[src/rtl/intc_pkg.sv]
package intc_pkg;
  localparam int unsigned REG_W   = 32;
  localparam int unsigned IDX_W   = $clog2(REG_W);
  localparam int unsigned N_REGS  = 6;
  localparam int unsigned STRIDE  = N_REGS * 4;

  typedef enum logic [2:0] {
    SEL_STAT = 3'd0,
    SEL_EN   = 3'd1,
    SEL_SET  = 3'd2,
    SEL_CLR  = 3'd3,
    SEL_POL  = 3'd4,
    SEL_EDGE = 3'd5
  } reg_sel_e;

  typedef struct packed {
    logic             valid;
    logic [IDX_W-1:0] idx;
  } first_t;

  // Level request after polarity: pol=1 active high, pol=0 active low.
  function automatic logic [REG_W-1:0] level_req(input logic [REG_W-1:0] cur,
                                                 input logic [REG_W-1:0] pol);
    return ~(cur ^ pol);
  endfunction

  // Edge event on the raw synchronised line, so polarity writes make no edge.
  function automatic logic [REG_W-1:0] edge_evt(input logic [REG_W-1:0] cur,
                                                input logic [REG_W-1:0] prev,
                                                input logic [REG_W-1:0] pol);
    return (cur & ~prev & pol) | (~cur & prev & ~pol);
  endfunction

  function automatic first_t find_first(input logic [REG_W-1:0] v);
    first_t r;
    r = '0;
    for (int i = REG_W - 1; i >= 0; i--) begin
      if (v[i]) begin
        r.valid = 1'b1;
        r.idx   = IDX_W'(i);
      end
    end
    return r;
  endfunction
endpackage

[src/rtl/intc_sync.sv]
module intc_sync #(
  parameter int unsigned W = 32
) (
  input  logic         clk,
  input  logic         rst_n,
  input  logic [W-1:0] d_i,
  output logic [W-1:0] q_o
);
  logic [W-1:0] s1_q, s2_q;

  always_ff @(posedge clk or negedge rst_n) begin
    if (!rst_n) begin
      s1_q <= '0;
      s2_q <= '0;
    end else begin
      s1_q <= d_i;
      s2_q <= s1_q;
    end
  end

  assign q_o = s2_q;
endmodule

[src/rtl/intc_first.sv]
module intc_first
  import intc_pkg::*;
(
  input  logic [REG_W-1:0] pend_i,
  output logic             valid_o,
  output logic [IDX_W-1:0] idx_o
);
  first_t f;
  assign f       = find_first(pend_i);
  assign valid_o = f.valid;
  assign idx_o   = f.idx;
endmodule

[src/rtl/intc_bank.sv]
module intc_bank
  import intc_pkg::*;
#(
  parameter int unsigned ADDR_W = 8,
  parameter int unsigned BASE   = 0
) (
  input  logic              clk,
  input  logic              rst_n,
  input  logic [REG_W-1:0]  sync_i,
  input  logic [ADDR_W-1:0] addr_i,
  input  logic              we_i,
  input  logic [REG_W-1:0]  wdata_i,
  output logic [REG_W-1:0]  rdata_o,
  output logic [REG_W-1:0]  status_o,
  output logic [REG_W-1:0]  enable_o,
  output logic [REG_W-1:0]  edgesel_o,
  output logic [REG_W-1:0]  event_o,
  output logic [REG_W-1:0]  set_o,
  output logic [REG_W-1:0]  clr_o,
  output logic [REG_W-1:0]  pend_o
);
  logic [ADDR_W:0]  diff;
  logic             hit;
  reg_sel_e         sel;
  logic [REG_W-1:0] en_q, pol_q, edge_q, latch_q, prev_q;
  logic [REG_W-1:0] status;

  assign diff = {1'b0, addr_i} - (ADDR_W+1)'(BASE);
  assign hit  = !diff[ADDR_W] && (diff[ADDR_W-1:0] < ADDR_W'(STRIDE)) &&
                (diff[1:0] == 2'b00);
  assign sel  = reg_sel_e'(diff[4:2]);

  assign set_o   = (we_i && hit && sel == SEL_SET) ? wdata_i : '0;
  assign clr_o   = (we_i && hit && sel == SEL_CLR) ? wdata_i : '0;
  assign event_o = edge_evt(sync_i, prev_q, pol_q);

  always_ff @(posedge clk or negedge rst_n) begin
    if (!rst_n) begin
      en_q    <= '0;
      pol_q   <= '0;
      edge_q  <= '0;
      latch_q <= '0;
      prev_q  <= '0;
    end else begin
      prev_q  <= sync_i;
      latch_q <= (latch_q & ~clr_o) | set_o | (event_o & edge_q);
      if (we_i && hit && sel == SEL_EN)   en_q   <= wdata_i;
      if (we_i && hit && sel == SEL_POL)  pol_q  <= wdata_i;
      if (we_i && hit && sel == SEL_EDGE) edge_q <= wdata_i;
    end
  end

  assign status    = latch_q | (~edge_q & level_req(sync_i, pol_q));
  assign status_o  = status;
  assign enable_o  = en_q;
  assign edgesel_o = edge_q;
  assign pend_o    = status & en_q;

  always_comb begin
    rdata_o = '0;
    if (hit) begin
      case (sel)
        SEL_STAT: rdata_o = status;
        SEL_EN:   rdata_o = en_q;
        SEL_POL:  rdata_o = pol_q;
        SEL_EDGE: rdata_o = edge_q;
        default:  rdata_o = '0;
      endcase
    end
  end
endmodule

[src/rtl/intc_banked.sv]
module intc_banked
  import intc_pkg::*;
#(
  parameter int unsigned NUM_BANKS = 4,
  parameter int unsigned ADDR_W    = 8
) (
  input  logic                         clk,
  input  logic                         rst_n,
  input  logic [NUM_BANKS*REG_W-1:0]   src_i,
  input  logic [ADDR_W-1:0]            bus_addr_i,
  input  logic                         bus_we_i,
  input  logic [REG_W-1:0]             bus_wdata_i,
  output logic [REG_W-1:0]             bus_rdata_o,
  output logic [NUM_BANKS-1:0]         cpu_irq_o
);
  localparam int unsigned NUM_SRC    = NUM_BANKS * REG_W;
  localparam int unsigned FIRST_BASE = NUM_BANKS * STRIDE;

  logic [NUM_SRC-1:0] sync_all, status_all, enable_all, edgesel_all;
  logic [NUM_SRC-1:0] event_all, set_all, clr_all, pend_all;
  logic [REG_W-1:0]   bank_rd [NUM_BANKS];
  logic [NUM_BANKS-1:0] first_valid;
  logic [IDX_W-1:0]   first_idx [NUM_BANKS];

  intc_sync #(.W(NUM_SRC)) sync_i (
    .clk(clk), .rst_n(rst_n), .d_i(src_i), .q_o(sync_all)
  );

  for (genvar b = 0; b < NUM_BANKS; b++) begin : g_bank
    intc_bank #(.ADDR_W(ADDR_W), .BASE(b * STRIDE)) bank_i (
      .clk(clk), .rst_n(rst_n),
      .sync_i(sync_all[b*REG_W +: REG_W]),
      .addr_i(bus_addr_i), .we_i(bus_we_i), .wdata_i(bus_wdata_i),
      .rdata_o(bank_rd[b]),
      .status_o(status_all[b*REG_W +: REG_W]),
      .enable_o(enable_all[b*REG_W +: REG_W]),
      .edgesel_o(edgesel_all[b*REG_W +: REG_W]),
      .event_o(event_all[b*REG_W +: REG_W]),
      .set_o(set_all[b*REG_W +: REG_W]),
      .clr_o(clr_all[b*REG_W +: REG_W]),
      .pend_o(pend_all[b*REG_W +: REG_W])
    );
    intc_first first_i (
      .pend_i(pend_all[b*REG_W +: REG_W]),
      .valid_o(first_valid[b]),
      .idx_o(first_idx[b])
    );
    assign cpu_irq_o[b] = |pend_all[b*REG_W +: REG_W];
  end

  logic [ADDR_W:0] fdiff;
  logic            fhit;
  assign fdiff = {1'b0, bus_addr_i} - (ADDR_W+1)'(FIRST_BASE);
  assign fhit  = !fdiff[ADDR_W] && (fdiff[ADDR_W-1:0] < ADDR_W'(4 * NUM_BANKS)) &&
                 (fdiff[1:0] == 2'b00);

  always_comb begin
    bus_rdata_o = '0;
    for (int b = 0; b < NUM_BANKS; b++) begin
      bus_rdata_o = bus_rdata_o | bank_rd[b];
      if (fhit && fdiff[ADDR_W-1:2] == (ADDR_W-1)'(b))
        bus_rdata_o = bus_rdata_o |
                      {first_valid[b], {(REG_W-1-IDX_W){1'b0}}, first_idx[b]};
    end
  end
endmodule

[config.mk]
export PLATFORM = sky130hd
export DESIGN_NAME = intc_banked
export DESIGN_NICKNAME = d
export VERILOG_FILES = /design/src/rtl/intc_pkg.sv /design/src/rtl/intc_sync.sv /design/src/rtl/intc_first.sv /design/src/rtl/intc_bank.sv /design/src/rtl/intc_banked.sv
export SDC_FILE = /design/constraint.sdc
export NUM_CORES = 2
export LEC_CHECK = 0
export BUFFER_PORTS_ARGS = -buffer_cell sky130_fd_sc_hd__buf_2
export CAP_MARGIN = 20
export CORE_UTILIZATION = 55
export DETAILED_ROUTE_END_ITERATION = 7
export PLACE_DENSITY = 0.73
export SLEW_MARGIN = 25
export SYNTH_ARGS = -nofsm -noshare
export SYNTH_HDL_FRONTEND = slang
export SYNTH_SLANG_ARGS = --single-unit
export TNS_END_PERCENT = 20
[constraint.sdc]
create_clock -name clk -period 5.75 [get_ports clk]
set_clock_uncertainty 0.05 [all_clocks]
set_input_delay 0 -clock clk [delete_from_list [all_inputs] [get_ports clk]]
set_output_delay 0 -clock clk [all_outputs]
set_load 0.1 [all_outputs]
==> reports/metrics.yaml <==
drt:
  drt_pass1_iterations: 8
  first_iter_violations: 3833
  drc: 0
  antenna_left: 0
  wl_um: 126000
  vias: 33400
  routed_via_density: 6.23
  wl_per_cell_um: 23.5
logic_synthesis:
  yosysTopAreaCell: "dfrtp_1"
  synthCells: 3877
  synth_enable_flop_cells: 0
  synth_top_area_share: 0.535
  synth_nets: 4064
  synthTopCellsByArea: "dfrtp_1 (53%), mux2_2 (11%), o21ai_0 (4.1%)"
  ys_types: 78
  syn-cell-area_um2: 41900
  syn_avg_cell_area_um2: 10.8
  synth_ff_type: "dfrtp_1"
  ys_seq_area_frac: 0.535
  async_flop_share: 1.00
  ys.warnings.count: 0
  synth_seq_cells: 896
critical_path:
  r2r_slack_ns: 4.38
  path_cells: "xor2_1 -> o21bai_1 -> and3b_1 -> o311a_1 -> o21ai_0 -> a211oi_1 -> o31ai_1 -> nand3_1 -> buf_12"
  slowest_stage: "a211oi_1"
  critPathKind: "reg -> out"
  regToRegStartpoint: "sync_i.q_o[20]$_DFF_PN0_"
  crit_path_start_kind: "flip-flop"
  endpoint_kind: "output pin"
  worstPathArrival_ns: 4.14
  worstPathRequired_ns: 5.70
  max_stage_delay_ns: 0.97
  critPathLaunch: "sync_i.q_o[127]$_DFF_PN0_"
  crit_fanout: 4
hold_path:
  hp-class: "in -> async"
place:
  placed_cells: 4899
  port_buffers: 206
  place_congestion: 0.987
  dp.final_hpwl_um: 81200
timing:
  maxSlewHeadroom: 0.252
  fin_crit_sh: 0.729
  setup_tns_ns: 0
  setup_viol: 0
  tightest_slew_ns: 1.12
  period_minus_slack_ns: 4.19
  finalMaxSlewViolations: 0
  rsz0062_at_grt: "false"
  hold_viol: 0
  fmax_mhz: 238
die:
  initial_core_util: 0.559
  dieArea_um2: 77300
  fp.coreArea_um2: 74900
  chipWidth_um: 278
  rows: 100
  pin_count: 207
  dieHeight_um: 278
power_and_ir_drop:
  internal-power_mw: 11.4
  p_seq_frac: 0.461
  clock_power_share: 0.393
  power_frac_comb: 0.145
  power_switching_mw: 4.34
  ir_drop_mv: 0.294
  power_density_nw_per_um2: 312
  power.leakage_nw: 23.3
  p_sw_frac: 0.275
global_route:
  grt_max_degree: 172
  antenna_found_initial: 0
  grt_pass1_vias: 32600
  grt_usage: 0.327
  grt_overflow: 0
  grt_pass1_wl_um: 194000
layout:
  finalNonFillerCells: 5358
  antennaDiodeCount: 0
  fin_nets: 4505
  drive_gt1_frac: 0.197
  area_growth_pct: 20.5
run_status:
  status: "finished clean"
cts:
  h-tree-depth: 3
  cts-root-buf: "clkbuf_16"
  numCtsBuffers: 94
  clk_latency_ns: 0.66
  cts.sinks: 896
  clockBufferDepth: 3
  tritoncts: "built"
  path_clk_slew_ns: 0.06
job:
  cap_violations: 0
[state kept, by name (all words and copies together) (netlist names)]
name                     flops
g_bank.bank_i.pol_q        128
g_bank.bank_i.enable_o     128
g_bank.bank_i.edgesel_o    128
g_bank.bank_i.latch_q      128
sync_i.s1_q                128
g_bank.bank_i.prev_q       128
sync_i.q_o                 128
[path summary, 6_finish.rpt]
check	to	cells after the start
max in group asynchronous	g_bank[2].bank_i.edgesel_o[19]$_DFFE_PN0P_	3
min in group clk	g_bank[0].bank_i.latch_q[3]$_DFF_PN0_	7
worst min register to register	sync_i.q_o[67]$_DFF_PN0_	0
worst max-delay path	bus_rdata_o[0]	9
worst min-delay path	sync_i.q_o[40]$_DFF_PN0_	3
worst max register to register	g_bank[0].bank_i.latch_q[20]$_DFF_PN0_	5
[critical path, delay by kind of cell (launching register included)]
kind	cells	cell delay, ns
and+or+nand+nor	2	0.52
buffers and inverters	1	0.21
AOI/OAI and AO/OA	5	2.04
xor gates and xnor gates	1	0.21
DFF	1	0.51
[synthesized netlist by cell type, drive strengths merged, types with 33 or more instances]
cell	count
a21boi	72
a21oi	213
a221o	64
a222oi	65
a22oi	72
buf	68
clkbuf	144
dfrtp	896
inv	81
mux2	415
mux2i	107
nand2	451
nand2b	33
nor2	208
nor2b	79
nor3	57
o21ai	348
o21bai	87
xor2	101
[per-layer routing]
layer,vias to the layer above,GRT usage,routed length [um]
met4,0,0.166,6950
met5,-,0,0
met2,1540,0.511,57700
met3,370,0.0518,9710
met1,16600,0.444,51300
li1,14800,-,-
[final cells by class]
class                           instances  area [um^2]
Multi-Input combinational cell       2688        18400
Inverter                               81          304
Clock buffer                          135         2760
Timing Repair Buffer                  557         5020
Clock inverter                         32          377
Sequential cell                       896        22400
Tap cell                              969         1210
Fill cell                            5536        24400
[cell usage in the layout (no fill, tap or decap), drive strengths merged, types with 79 or more instances in the layout]
master       Yosys  final
o21ai          348    348
dfrtp          896    896
o21bai          87     87
buf             68    266
nor2b           79     79
nand2          451    451
a21oi          213    213
dlygate4sd3      0    291
nor2           208    208
xor2           101    101
clkbuf         144    135
inv             81     85
mux2i          107    107
mux2           415    415
[power by group through the flow]
stage / Clock (mW) / Sequential [mW] / Combinational [mW]
after floorplan: 0 / 7.23 / 1.43
after global placement: 0 / 7.35 / 2.05
after detailed placement: 0 / 7.36 / 2.10
after CTS: 6.26 / 7.26 / 2.26
after global routing: 6.52 / 7.34 / 2.48
final: 6.21 / 7.28 / 2.29
[cell families (layout without fill, tap and decap cells)]
group,count (synthesis),after routing,synth area share
buf+inv,293,805,0.0280
xor+xnor,111,111,0.0232
compound gates,1070,1070,0.167
simple gates,967,967,0.104
flops,896,896,0.535
fa+ha+maj,16,16,0.00477
mux,524,524,0.138
[stage by stage]
stage	power, mW	hold slack [ns]	util	worst slack, ns	instance area, um^2
global placement	9.40	0.0406	0.592	1.67	44400
CTS	15.8	0.0661	0.674	1.58	50500
floorplan	8.66	-0.346	-	0.134	41900
detailed placement	9.46	0.0407	0.593	1.58	44400
finish	15.8	0.0486	0.674	1.56	50500
global route	16.3	0.0962	0.674	1.51	50500
[what timing repair did]
| action | 4_1_cts | 5_1_grt |
|---|---|---|
| hold buffers | 292 | 0 |
| endpoints found under the hold margin | 755 | 0 |
| buffers inserted | 0 | 0 |
| gates resized for setup | 0 | 0 |
(Power assumes the default switching activity.)
